[src/rtl/scr_pkg.sv]
package scr_pkg;
    localparam logic [7:0] READ_CMD  = 8'h03;
    localparam int         HDR_BYTES = 4;

    typedef enum logic [2:0] {
        ST_IDLE,
        ST_LAUNCH,
        ST_SEND,
        ST_WAIT,
        ST_DRAIN
    } scr_state_e;
endpackage

[src/rtl/scr_bit_shifter.sv]
module scr_bit_shifter #(
    parameter int DIV = 2
) (
    input  logic       clk,
    input  logic       rst_n,
    input  logic       go_i,
    input  logic [7:0] tx_i,
    input  logic       miso_i,
    output logic       sck_o,
    output logic       mosi_o,
    output logic [7:0] rx_o,
    output logic       done_o
);
    localparam int CNT_W = (DIV > 1) ? $clog2(DIV) : 1;

    typedef struct packed {
        logic             active;
        logic             sck;
        logic [CNT_W-1:0] cnt;
        logic [2:0]       nbit;
        logic [7:0]       tx;
        logic [7:0]       rx;
        logic             done;
    } shf_t;

    shf_t sh_q, sh_d;

    always_comb begin
        sh_d      = sh_q;
        sh_d.done = 1'b0;
        if (go_i && !sh_q.active) begin
            sh_d.active = 1'b1;
            sh_d.sck    = 1'b0;
            sh_d.cnt    = '0;
            sh_d.nbit   = '0;
            sh_d.tx     = tx_i;
        end else if (sh_q.active) begin
            if (sh_q.cnt == CNT_W'(DIV - 1)) begin
                sh_d.cnt = '0;
                if (!sh_q.sck) begin
                    sh_d.sck = 1'b1;
                    sh_d.rx  = {sh_q.rx[6:0], miso_i};
                end else begin
                    sh_d.sck  = 1'b0;
                    sh_d.tx   = {sh_q.tx[6:0], 1'b0};
                    sh_d.nbit = sh_q.nbit + 3'd1;
                    if (sh_q.nbit == 3'd7) begin
                        sh_d.active = 1'b0;
                        sh_d.done   = 1'b1;
                    end
                end
            end else begin
                sh_d.cnt = sh_q.cnt + CNT_W'(1);
            end
        end
    end

    always_ff @(posedge clk or negedge rst_n) begin
        if (!rst_n) sh_q <= '0;
        else        sh_q <= sh_d;
    end

    assign sck_o  = sh_q.sck;
    assign mosi_o = sh_q.tx[7];
    assign rx_o   = sh_q.rx;
    assign done_o = sh_q.done;

    AST_GO_ONLY_IDLE: assert property (@(posedge clk) disable iff (!rst_n)
        go_i |-> !sh_q.active);
    AST_MOSI_HOLD_HIGH: assert property (@(posedge clk) disable iff (!rst_n)
        (sh_q.sck && sh_d.sck) |=> $stable(mosi_o));
endmodule

[src/rtl/scr_rx_fifo.sv]
module scr_rx_fifo #(
    parameter int DEPTH = 64
) (
    input  logic                         clk,
    input  logic                         rst_n,
    input  logic                         push_i,
    input  logic [7:0]                   data_i,
    input  logic                         pop_i,
    output logic [7:0]                   data_o,
    output logic [$clog2(DEPTH+1)-1:0]   level_o
);
    localparam int PTR_W = $clog2(DEPTH);
    localparam int LVL_W = $clog2(DEPTH + 1);

    typedef struct packed {
        logic [PTR_W-1:0] wr;
        logic [PTR_W-1:0] rd;
        logic [LVL_W-1:0] lvl;
    } fifo_t;

    fifo_t      f_q, f_d;
    logic [7:0] store [DEPTH];

    always_comb begin
        f_d = f_q;
        if (push_i) f_d.wr = (f_q.wr == PTR_W'(DEPTH - 1)) ? '0 : f_q.wr + PTR_W'(1);
        if (pop_i)  f_d.rd = (f_q.rd == PTR_W'(DEPTH - 1)) ? '0 : f_q.rd + PTR_W'(1);
        case ({push_i, pop_i})
            2'b10:   f_d.lvl = f_q.lvl + LVL_W'(1);
            2'b01:   f_d.lvl = f_q.lvl - LVL_W'(1);
            default: f_d.lvl = f_q.lvl;
        endcase
    end

    always_ff @(posedge clk or negedge rst_n) begin
        if (!rst_n) f_q <= '0;
        else        f_q <= f_d;
    end

    always_ff @(posedge clk) begin
        if (push_i) store[f_q.wr] <= data_i;
    end

    assign data_o  = store[f_q.rd];
    assign level_o = f_q.lvl;

    AST_NO_OVERFLOW: assert property (@(posedge clk) disable iff (!rst_n)
        push_i |-> (f_q.lvl < LVL_W'(DEPTH)));
    AST_NO_UNDERFLOW: assert property (@(posedge clk) disable iff (!rst_n)
        pop_i |-> (f_q.lvl != '0));
endmodule

[src/rtl/spi_chunk_reader.sv]
module spi_chunk_reader
    import scr_pkg::*;
#(
    parameter int ADDR_W     = 24,
    parameter int LEN_W      = 16,
    parameter int DST_W      = 16,
    parameter int MAX_CHUNK  = 60,
    parameter int CLK_DIV    = 2,
    parameter int GAP_CYCLES = 25
) (
    input  logic              clk,
    input  logic              rst_n,
    input  logic              start_i,
    input  logic [ADDR_W-1:0] addr_i,
    input  logic [LEN_W-1:0]  len_i,
    input  logic [DST_W-1:0]  dst_i,
    output logic              busy_o,
    output logic              done_o,
    output logic              spi_cs_n_o,
    output logic              spi_sck_o,
    output logic              spi_mosi_o,
    input  logic              spi_miso_i,
    output logic              mem_we_o,
    output logic [DST_W-1:0]  mem_addr_o,
    output logic [7:0]        mem_data_o
);
    localparam int FIFO_DEPTH = MAX_CHUNK + HDR_BYTES;
    localparam int LVL_W      = $clog2(FIFO_DEPTH + 1);
    localparam int CH_W       = $clog2(MAX_CHUNK + 1);
    localparam int GAP_W      = $clog2(GAP_CYCLES + 1);

    typedef struct packed {
        scr_state_e        state;
        logic [ADDR_W-1:0] addr;
        logic [DST_W-1:0]  dst;
        logic [LEN_W-1:0]  remain;
        logic [CH_W-1:0]   chunk;
        logic [LVL_W-1:0]  idx;
        logic [7:0]        tx;
        logic              go;
        logic              cs_n;
        logic [GAP_W-1:0]  gap;
        logic              done;
    } ctl_t;

    ctl_t ctl_q, ctl_d;

    logic             sh_done;
    logic [7:0]       sh_rx;
    logic             fifo_pop;
    logic [7:0]       fifo_head;
    logic [LVL_W-1:0] fifo_lvl;
    logic [LVL_W-1:0] burst_len;
    logic [LEN_W-1:0] remain_next;

    function automatic logic [CH_W-1:0] chunk_of(input logic [LEN_W-1:0] left);
        return (left > LEN_W'(MAX_CHUNK)) ? CH_W'(MAX_CHUNK) : CH_W'(left);
    endfunction

    function automatic logic [7:0] header_byte(input logic [LVL_W-1:0] pos,
                                               input logic [ADDR_W-1:0] a);
        logic [23:0] a24;
        a24 = 24'(a);
        case (pos)
            LVL_W'(0): return READ_CMD;
            LVL_W'(1): return a24[23:16];
            LVL_W'(2): return a24[15:8];
            LVL_W'(3): return a24[7:0];
            default:   return 8'h00;
        endcase
    endfunction

    assign burst_len   = LVL_W'(HDR_BYTES) + LVL_W'(ctl_q.chunk);
    assign remain_next = ctl_q.remain - LEN_W'(ctl_q.chunk);
    assign fifo_pop    = (ctl_q.state == ST_DRAIN);

    always_comb begin
        ctl_d      = ctl_q;
        ctl_d.go   = 1'b0;
        ctl_d.done = 1'b0;
        if (ctl_q.cs_n)
            ctl_d.gap = (ctl_q.gap == GAP_W'(GAP_CYCLES)) ? ctl_q.gap : ctl_q.gap + GAP_W'(1);
        else
            ctl_d.gap = '0;

        case (ctl_q.state)
            ST_IDLE: begin
                if (start_i) begin
                    if (len_i == '0) begin
                        ctl_d.done = 1'b1;
                    end else begin
                        ctl_d.addr   = addr_i;
                        ctl_d.dst    = dst_i;
                        ctl_d.remain = len_i;
                        ctl_d.chunk  = chunk_of(len_i);
                        ctl_d.state  = ST_LAUNCH;
                    end
                end
            end
            ST_LAUNCH: begin
                if (ctl_q.gap == GAP_W'(GAP_CYCLES)) begin
                    ctl_d.cs_n  = 1'b0;
                    ctl_d.go    = 1'b1;
                    ctl_d.tx    = header_byte('0, ctl_q.addr);
                    ctl_d.idx   = '0;
                    ctl_d.state = ST_SEND;
                end
            end
            ST_SEND: begin
                if (sh_done) begin
                    ctl_d.idx = ctl_q.idx + LVL_W'(1);
                    if (ctl_d.idx == burst_len) begin
                        ctl_d.cs_n  = 1'b1;
                        ctl_d.state = ST_WAIT;
                    end else begin
                        ctl_d.go = 1'b1;
                        ctl_d.tx = header_byte(ctl_d.idx, ctl_q.addr);
                    end
                end
            end
            ST_WAIT: begin
                if (fifo_lvl >= burst_len) begin
                    ctl_d.idx   = '0;
                    ctl_d.state = ST_DRAIN;
                end
            end
            ST_DRAIN: begin
                ctl_d.idx = ctl_q.idx + LVL_W'(1);
                if (ctl_q.idx == burst_len - LVL_W'(1)) begin
                    ctl_d.addr   = ctl_q.addr + ADDR_W'(ctl_q.chunk);
                    ctl_d.dst    = ctl_q.dst + DST_W'(ctl_q.chunk);
                    ctl_d.remain = remain_next;
                    if (remain_next == '0) begin
                        ctl_d.done  = 1'b1;
                        ctl_d.state = ST_IDLE;
                    end else begin
                        ctl_d.chunk = chunk_of(remain_next);
                        ctl_d.state = ST_LAUNCH;
                    end
                end
            end
            default: ctl_d.state = ST_IDLE;
        endcase
    end

    always_ff @(posedge clk or negedge rst_n) begin
        if (!rst_n) begin
            ctl_q       <= '0;
            ctl_q.state <= ST_IDLE;
            ctl_q.cs_n  <= 1'b1;
            ctl_q.gap   <= GAP_W'(GAP_CYCLES);
        end else begin
            ctl_q <= ctl_d;
        end
    end

    scr_bit_shifter #(.DIV(CLK_DIV)) u_shift (
        .clk    (clk),
        .rst_n  (rst_n),
        .go_i   (ctl_q.go),
        .tx_i   (ctl_q.tx),
        .miso_i (spi_miso_i),
        .sck_o  (spi_sck_o),
        .mosi_o (spi_mosi_o),
        .rx_o   (sh_rx),
        .done_o (sh_done)
    );

    scr_rx_fifo #(.DEPTH(FIFO_DEPTH)) u_fifo (
        .clk     (clk),
        .rst_n   (rst_n),
        .push_i  (sh_done),
        .data_i  (sh_rx),
        .pop_i   (fifo_pop),
        .data_o  (fifo_head),
        .level_o (fifo_lvl)
    );

    assign busy_o     = (ctl_q.state != ST_IDLE);
    assign done_o     = ctl_q.done;
    assign spi_cs_n_o = ctl_q.cs_n;
    assign mem_we_o   = fifo_pop && (ctl_q.idx >= LVL_W'(HDR_BYTES));
    assign mem_addr_o = ctl_q.dst + DST_W'(ctl_q.idx) - DST_W'(HDR_BYTES);
    assign mem_data_o = fifo_head;

    // Independent deselect-time counter for the gap check
    logic [GAP_W-1:0] chk_hi_q;
    logic             chk_seen_q;
    always_ff @(posedge clk or negedge rst_n) begin
        if (!rst_n) begin
            chk_hi_q   <= '0;
            chk_seen_q <= 1'b0;
        end else if (spi_cs_n_o) begin
            if (chk_hi_q != GAP_W'(GAP_CYCLES)) chk_hi_q <= chk_hi_q + GAP_W'(1);
        end else begin
            chk_hi_q   <= '0;
            chk_seen_q <= 1'b1;
        end
    end

    AST_CS_GAP: assert property (@(posedge clk) disable iff (!rst_n)
        ($fell(spi_cs_n_o) && chk_seen_q) |-> (chk_hi_q >= GAP_W'(GAP_CYCLES)));
    AST_SCK_DESELECTED: assert property (@(posedge clk) disable iff (!rst_n)
        spi_cs_n_o |-> !spi_sck_o);
    AST_DONE_PULSE: assert property (@(posedge clk) disable iff (!rst_n)
        done_o |=> !done_o);
    AST_DONE_NOT_BUSY: assert property (@(posedge clk) disable iff (!rst_n)
        done_o |-> !busy_o);
    AST_WRITE_WHILE_BUSY: assert property (@(posedge clk) disable iff (!rst_n)
        mem_we_o |-> busy_o);
    AST_IDLE_DESELECTED: assert property (@(posedge clk) disable iff (!rst_n)
        !busy_o |-> spi_cs_n_o);
endmodule

[config.mk]
export PLATFORM = sky130hd
export DESIGN_NAME = spi_chunk_reader
export DESIGN_NICKNAME = d
export VERILOG_FILES = /design/src/rtl/scr_pkg.sv /design/src/rtl/scr_bit_shifter.sv /design/src/rtl/scr_rx_fifo.sv /design/src/rtl/spi_chunk_reader.sv
export SDC_FILE = /design/constraint.sdc
export NUM_CORES = 1
export LEC_CHECK = 0
export CAP_MARGIN = 30
export CORE_UTILIZATION = 28
export DETAILED_ROUTE_END_ITERATION = 12
export SYNTH_ARGS = -nofsm -noshare
export SYNTH_HDL_FRONTEND = slang
export SYNTH_HIERARCHICAL = 1
export SYNTH_SLANG_ARGS = --single-unit
[constraint.sdc]
create_clock -name clk -period 9.4 [get_ports clk]
set_input_delay 2.35 -clock clk [delete_from_list [all_inputs] [get_ports clk]]
set_output_delay 2.35 -clock clk [all_outputs]
set_load 0.02 [all_outputs]
==> results of run 1 <==
stage by stage:
stage	util, %	total power [mW]
final	32.79	7.312
after global routing	32.79	7.618
after global placement	30.46	4.639
after CTS	32.72	7.366
after detailed placement	30.56	4.663
after floorplan	-	4.219
worst max-delay path, cell delays in order (launching register included):
cell and delay, ns:
dfrtp_4 1.10, buf_4 0.90, mux4_2 0.39, o22ai_1 0.11
nor4_1 0.67, mux2_2 0.32, clkdlybuf4s50_1 0.60
per-layer routing:
layer  GRT usage, %  vias up
li1               -     8065
met1          17.90     9276
met2          22.60      632
met3          2.410      106
met4          3.616        2
met5              0        -
final timing paths:
| kind | start | slack, ns | cells after the start | endpoint |
|---|---|---|---|---|
| max in group asynchronous | rst_n | 6.26 | 2 | u_fifo/f_q[7] |
| max reg2reg | ctl_q[25] | 5.54 | 9 | ctl_q[25] |
| max | u_fifo/f_q[8] | 2.31 | 6 | mem_data_o[2] |
| min reg2reg | u_fifo/level_o[6] | 0.48 | 1 | u_fifo/level_o[6] |
| min | u_fifo/level_o[6] | 0.48 | 1 | u_fifo/level_o[6] |
| min in group asynchronous | rst_n | 1.79 | 1 | ctl_q[59] |
kinds of logic after synthesis:
kind of cell | Yosys count | synth area share [%]
buffers and inverters | 193 | 3.142
AND/OR/NAND/NOR | 503 | 8.457
multiplexers | 168 | 11.15
adder cells (fa/ha/maj) | 74 | 3.231
flip-flops | 642 | 62.97
XOR/XNOR | 63 | 1.962
AO/OA/AOI/OAI | 384 | 9.083
Yosys cell counts, types with 11 or more instances:
cell / count / share of area (%)
a211oi_1: 16 / 0.41
a21o_1: 15 / 0.38
a21oi_1: 67 / 1.1
a22oi_1: 11 / 0.28
a2bb2oi_1: 12 / 0.36
a31oi_1: 23 / 0.49
and2_1: 15 / 0.32
and3_1: 20 / 0.42
buf_1: 13 / 0.16
buf_2: 19 / 0.32
buf_4: 26 / 0.66
buf_6: 11 / 0.42
clkbuf_1: 49 / 0.62
dfrtp_1: 126 / 11
edfxtp_1: 512 / 52
ha_1: 70 / 3.0
inv_1: 73 / 0.93
mux2_2: 23 / 0.88
mux2i_1: 18 / 0.61
mux4_2: 127 / 9.7
nand2_1: 95 / 1.2
nand2b_1: 11 / 0.23
nand3_1: 46 / 0.78
nand3b_1: 13 / 0.33
nand4_1: 22 / 0.47
nor2_1: 169 / 2.1
nor2b_1: 16 / 0.34
nor3_1: 29 / 0.49
nor4_1: 24 / 0.51
o21ai_0: 61 / 1.0
o22ai_1: 62 / 1.3
xnor2_1: 40 / 1.2
xor2_1: 21 / 0.62
sequential cells by signal, indices dropped and copies added, names as in the netlist:
register	cells
ctl_q	86
done_o	1
spi_cs_n_o	1
u_fifo/f_q	12
u_fifo/level_o	7
u_fifo/store	512
u_shift/done_o	1
u_shift/mosi_o	1
u_shift/rx_o	8
u_shift/sck_o	1
u_shift/sh_q	12
power groups by stage:
stage | Sequential (mW) | Combinational (mW) | Clock (mW)
global placement | 3.34 | 1.30 | 0
floorplan | 3.29 | 0.933 | 0
detailed placement | 3.34 | 1.32 | 0
global route | 3.30 | 1.46 | 2.85
CTS | 3.28 | 1.34 | 2.74
finish | 3.29 | 1.34 | 2.68
final cells by class:
cell class | instances | area share (%)
clock buffers | 95 | 5.613
clock inverters | 31 | 0.9900
inverters | 74 | 0.8140
multi-input cells | 1192 | 29.41
flip-flops and latches | 642 | 54.65
well taps | 1380 | 5.060
repair buffers | 115 | 3.458
==> flow_summary.ini, run 1 <==
[synth]
syn_area_mm2 = 0.02959
ys_ff_latch = 642
synthCells = 2027
ys_seq_area_share_pct = 62.97
synth_edf_count = 512
ys.flop_type = edfxtp_1
async_reset_ff_share_pct = 20.25
synth_nets = 2161
synth_cell_type_count = 95
avgSynthCellArea_um2 = 14.60
yosys_warnings = 6

[finish]
nNetsFinal = 2228
final_cell_mix = 512 x edfxtp_1, 169 x nor2_1, 127 x mux4_2
stdcell_area_mm2 = 0.03413
final_cells = 3529
layout_commonest_cell = edfxtp_1
drive_gt1_share_pct = 15.64
multi_input_area_mm2 = 0.01004
diodes = 0
seq_area_mm2 = 0.01865
area_growth_pct = 15.33
n_fill_cell = 10010

[clock_tree]
htreeDepth = 3
root_buffer = clkbuf_16
cts.path.max_buffers = 3
path_clk_slew_ns = 0.06
clock_sinks = 642
post_cts_resized = 0
numCtsBuffers = 69
cts_tree = yes
postCtsHoldBufs = 0
cts_setup_buffers = 0
clk-insertion-delay-late_ns = 0.61

[routing]
drtAntennaViolNets = 0
wl_met2_mm = 35.52
vias_per_cell = 5.124
first_pass_iters = 5
wl_met3_mm = 4.462
wire_per_inst_um = 20.67
routed.top_layer = met5
drc = 0
routedLengthMet1_mm = 31.37
drt_iter0_markers = 1754
vias = 18080
drt-total-wl_mm = 72.94

[die]
die_h_um = 327.1
core_area_mm2 = 0.1041
initial_core_util_pct = 28.43
die_w_um = 327.1
io_pins = 90
die-area_mm2 = 0.1070
rows = 118

[sta]
min_period_ns = 7.092
finalHoldViolations = 0
whs_ns = 0.4790
finalSetupViolations = 0
fmax_mhz = 141.0
skew_ns = 0.02963
tightest_slew_ns = 1.034
slew_headroom_pct = 30.82
rsz0062_at_grt = false
maxSlewViolCount = 0
finalSetupTns_ns = 0
fin_ws_ns = 2.308
min_period_over_period_pct = 75.45

[power_and_ir_drop]
share_seq_of_total_power_pct = 45.0
p_leak_nw = 10.23
p_int_mw = 5.298
ir_drop_uv = 297.7
switchingPower_mw = 2.015
p_sw_share_pct = 27.55
p_clk_share_pct = 36.7
combPwrFrac_pct = 18.3
p_per_area_mw_per_mm2 = 214.3

[worst_setup_path]
crit_type = reg -> out
crit_required_ns = 7.05
crit_path_max_fanout = 66
crit_arrival_ns = 4.74
crit_path_start_kind = flip-flop
endpoint_kind = primary output

[placed_design]
dp.cells = 3398
routabilityCongestion = 0.8295
hpwl_mm = 48.05
placed_cell_area_mm2 = 0.03180
io_buffer_count = 89
place_ws_ns = 2.971

[min_path]
holdCritPathClass = reg -> reg

[global_route]
grt_overflow = 0
grt_pass1_vias = 18160
grt_max_degree = 113
grt_antenna_before_repair = 1
grt_usage_pct = 13.48
grt_pass1_wl_mm = 111.6

[job]
cap_viol_max_count = 0

[status]
status = finished clean
No activity file was read; power rests on OpenSTA's default activity.
==> run 2: changes to the inputs <==
Clock period 9.4 ns to 7.22 ns, I/O delays scaled along.
==> run 2 against run 1 <==
Die area is the same; first-iteration DRC count shrank 0.34%; power grew 30%; worst hold slack gained 0.0087 ns; flip-flop and latch count is the same; via count grew 0.39%; register-to-register slack lost 2.5 ns; clock skew grew 0.036 ns; combinational power grew 31%; wire length grew 2.9%; critical path depth grew 5.
==> flow_summary.ini, run 2 (synthesized netlist as in run 1, its figures left out) <==
[clock_tree]
cts.path.max_buffers = 3
postCtsHoldBufs = 0
clock_sinks = 642
cts_setup_buffers = 0
cts_tree = yes
path_clk_slew_ns = 0.07
post_cts_resized = 0
root_buffer = clkbuf_16
numCtsBuffers = 69
htreeDepth = 3
clk-insertion-delay-late_ns = 0.63

[finish]
top_register = u_fifo/store
area_growth_pct = 15.25
layout_commonest_cell = edfxtp_1
largest_register_ffs = 512
final_cells = 3523
final_cell_mix = 512 x edfxtp_1, 169 x nor2_1, 127 x mux4_2
diodes = 0
biggestRegsByFlops = u_fifo/store x512, ctl_q x86
drive_gt1_share_pct = 15.12
finish.utilization_pct = 32.76
nNetsFinal = 2226
stdcell_area_mm2 = 0.03410

[sta]
min_period_ns = 6.437
finalSetupViolations = 0
whs_ns = 0.4877
finalSetupTns_ns = 0
fin_ws_ns = 0.7835
slew_headroom_pct = 29.79
maxSlewViolCount = 0
tightest_slew_ns = 1.053
skew_ns = 0.06583
min_period_over_period_pct = 89.15
fmax_mhz = 155.4
finalHoldViolations = 0
rsz0062_at_grt = false

[worst_setup_path]
crit_arrival_ns = 4.63
crit_type = reg -> out
reg2regPathDepth = 9
crit_required_ns = 5.41
crit_path_start_kind = flip-flop
crit_path_max_fanout = 10
endpoint_kind = primary output

[global_route]
grt_max_degree = 99
grt_pass1_wl_mm = 114.1
grt_usage_pct = 13.86
grt_pass1_vias = 18240
grt_antenna_before_repair = 0
use_met2_pct = 23.36
met3_usage_pct = 2.356
grt.busiest_layer = met2
met1_usage_pct = 18.10
grt_overflow = 0

[routing]
first_pass_iters = 5
drt_iter0_markers = 1748
vias = 18150
vias_per_cell = 5.152
drt-total-wl_mm = 75.02
wire_per_inst_um = 21.30
drc = 0
drtAntennaViolNets = 0

[status]
status = finished clean

[power_and_ir_drop]
p_leak_nw = 10.20
p_total_mw = 9.532
ir_drop_uv = 382.5
p_per_area_mw_per_mm2 = 279.5

[placed_design]
dp.cells = 3399
routabilityCongestion = 0.8641
place_ws_ns = 1.449
placed_cell_area_mm2 = 0.03183
hpwl_mm = 49.80
io_buffer_count = 89

[die]
die_h_um = 327.1
die-area_mm2 = 0.1070
rows = 118
initial_core_util_pct = 28.43
die_w_um = 327.1
core_area_mm2 = 0.1041
io_pins = 90

[min_path]
holdCritPathClass = reg -> reg
hold_depth = 2

[job]
cap_viol_max_count = 0
run 2: cell types whose count changed in the layout (fill, tap and decap cells not counted), sizes merged:
cell,delta
clkinvlp,-3
clkbuf,-5
inv,-2
buf,-2
bufinv,+1
clkinv,+5
run 2: layout make-up:
cell class | instances | area [µm²]
clock inverters | 32 | 386.6
inverters | 74 | 277.8
repair buffers | 113 | 1177
clock buffers | 90 | 1847
fillers | 10030 | 69990
multi-input cells | 1192 | 10040
flip-flops and latches | 642 | 18650
well taps | 1380 | 1727
run 2: worst paths after layout:
check	slack (ns)	startpoint	endpoint
max	0.78	ctl_q[17]	mem_addr_o[15]
min in group asynchronous	0.96	rst_n	ctl_q[55]
min reg2reg	0.49	ctl_q[29]	ctl_q[29]
min	0.49	ctl_q[29]	ctl_q[29]
max in group asynchronous	4.98	rst_n	u_shift/rx_o[5]
max reg2reg	3.01	ctl_q[25]	ctl_q[54]
run 2: power breakdown:
part           leakage, nW  switching, mW  internal [mW]
clock                 1.08           1.49           2.01
sequential            5.28          0.191           4.09
combinational         3.85          0.977          0.780
run 2: worst max-delay path, cell delays in order, from the launching register on:
cell	delay [ns]
dfrtp_1	0.51
ha_1	0.36
ha_1	0.24
fa_1	0.48
a211oi_1	0.27
o21bai_1	0.14
a31oi_1	0.28
o21ai_0	0.18
o41a_1	0.37
or4_1	0.47
nand3_1	0.10
clkdlybuf4s50_1	0.60
run 2: routing by layer:
metal  routed length (µm)  up-vias  part of all wire [%]
met3                 4350      134                   5.8
met2                36770      643                    49
met1                31780     9325                    42
met4                 2120        0                   2.8
met5                    0        -                     0
li1                     -     8049                     -
==> run 3: changes to the inputs <==
Settings changed: CAP_MARGIN 30 to default.
==> run 3 against run 2 <==
Clock power grew 1%; die area unchanged; global-route usage hardly changed; highest routed layer unchanged; largest power group unchanged; combinational power about the same; critical endpoint unchanged; wire length is 0.45% higher; worst setup slack improved by 0.0085 ns; worst hold slack lost 0.0050 ns; core utilization shrank 0.077 points; final area shrank 0.23%; clock skew shrank 0.030 ns; largest cell class unchanged.
==> flow_summary.ini, run 3 (synthesized netlist as in run 1, its figures left out) <==
[global_route]
grt_antenna_before_repair = 0
grt_max_degree = 99
grt_usage_pct = 13.83
grt_pass1_vias = 18250
grt_overflow = 0
grt_pass1_wl_mm = 113.9

[routing]
drt_iter0_markers = 1654
wire_per_inst_um = 21.41
first_pass_iters = 9
vias_per_cell = 5.188
drtAntennaViolNets = 0
vias = 18260
drc = 0
drt-total-wl_mm = 75.36

[status]
status = finished clean

[worst_setup_path]
crit_path_max_fanout = 10
crit_type = reg -> out
crit_path_start_kind = flip-flop
reg2regPathDepth = 9
endpoint_kind = primary output
crit_arrival_ns = 4.62
crit_required_ns = 5.41

[sta]
slew_headroom_pct = 15.39
tightest_slew_ns = 1.269
finalSetupTns_ns = 0
finalSetupViolations = 0
finalHoldViolations = 0
fin_ws_ns = 0.7920
rsz0062_at_grt = false
skew_ns = 0.03614
fmax_mhz = 155.6
maxSlewViolCount = 0
min_period_over_period_pct = 89.03
min_period_ns = 6.428

[power_and_ir_drop]
p_clk_share_pct = 37.0
p_int_mw = 6.908
switchingPower_mw = 2.669
share_seq_of_total_power_pct = 44.8
p_leak_nw = 10.16
p_total_mw = 9.578
p_per_area_mw_per_mm2 = 281.5
p_sw_share_pct = 27.87
combPwrFrac_pct = 18.2
ir_drop_uv = 413.4

[die]
initial_core_util_pct = 28.43
core_area_mm2 = 0.1041
rows = 118
die-area_mm2 = 0.1070
io_pins = 90
die_w_um = 327.1
die_h_um = 327.1

[min_path]
holdCritPathClass = reg -> reg
hold_depth = 1

[finish]
stdcell_area_mm2 = 0.03402
area_growth_pct = 14.98
drive_gt1_share_pct = 15.15
multi_input_area_mm2 = 0.01004
biggestRegsByFlops = u_fifo/store x512, ctl_q x86
final_cell_mix = 512 x edfxtp_1, 169 x nor2_1, 127 x mux4_2
nNetsFinal = 2219
layout_commonest_cell = edfxtp_1
seq_area_mm2 = 0.01865
top_register = u_fifo/store
final_cells = 3520
largest_register_ffs = 512
n_fill_cell = 10070

[clock_tree]
cts.path.max_buffers = 3
clk-insertion-delay-late_ns = 0.62
cts_tree = yes
root_buffer = clkbuf_16
postCtsHoldBufs = 0
cts_setup_buffers = 0
path_clk_slew_ns = 0.06
numCtsBuffers = 70
clock_sinks = 642
post_cts_resized = 0
htreeDepth = 3

[placed_design]
place_ws_ns = 1.421
dp.cells = 3393
hpwl_mm = 48.96
placed_cell_area_mm2 = 0.03173
io_buffer_count = 89
routabilityCongestion = 0.8641

[job]
cap_viol_max_count = 0
-- run 3: changes by cell type in the layout (fill, tap and decap cells not counted), moves of 2 or more --
cell and delta:
clkinvlp_4 +2, clkinv_2 +3, clkinv_1 -3, clkinv_4 +2
buf_12 -5
-- run 3: worst paths after layout --
path	startpoint	endpoint	slack, ns
min in group asynchronous	rst_n	ctl_q[58]	1.30
max in group asynchronous	rst_n	u_fifo/f_q[8]	4.76
setup / recovery	ctl_q[17]	mem_addr_o[15]	0.79
hold / removal	u_fifo/level_o[6]	u_fifo/level_o[6]	0.48
hold reg to reg	u_fifo/level_o[6]	u_fifo/level_o[6]	0.48
setup reg to reg	ctl_q[25]	ctl_q[54]	2.97
-- run 3: critical path: stages (launching register included) --
cell and delay, ns:
dfrtp_1 0.51, ha_1 0.36, ha_1 0.24, fa_1 0.48
a211oi_1 0.28, o21bai_1 0.14, a31oi_1 0.27, o21ai_0 0.17
o41a_1 0.37, or4_1 0.48, nand3_1 0.10, clkdlybuf4s50_1 0.60
-- run 3: metal layers --
metal  GRT usage [%]  vias up  share of wire, %
met5               0        -                 0
met4           4.500        0               2.7
met3           2.319      131               6.2
met2           23.18      708                49
met1           18.17     9375                42
li1                -     8046                 -
-- run 3: power by group through the flow --
stage | Sequential, mW | Clock (mW) | Combinational [mW]
floorplan | 4.28 | 0 | 1.22
global route | 4.30 | 3.76 | 1.92
CTS | 4.28 | 3.62 | 1.74
detailed placement | 4.36 | 0 | 1.72
global placement | 4.35 | 0 | 1.71
finish | 4.29 | 3.54 | 1.75
-- run 3: area by class of cell --
cell class	count	area share (%)
antenna	1	0.007355
clock buffer	90	5.491
clock inverter	36	1.243
inverter	74	0.8164
multi-input combinational	1192	29.50
sequential	642	54.82
tap	1380	5.075
timing repair buffer	105	3.049
-- run 3: stage by stage --
step / hold slack [ns] / utilization, %
floorplan: 0.4428 / -
global placement: 0.4647 / 30.48
detailed placement: 0.4707 / 30.48
CTS: 0.4858 / 32.68
global route: 0.5151 / 32.68
finish: 0.4827 / 32.69
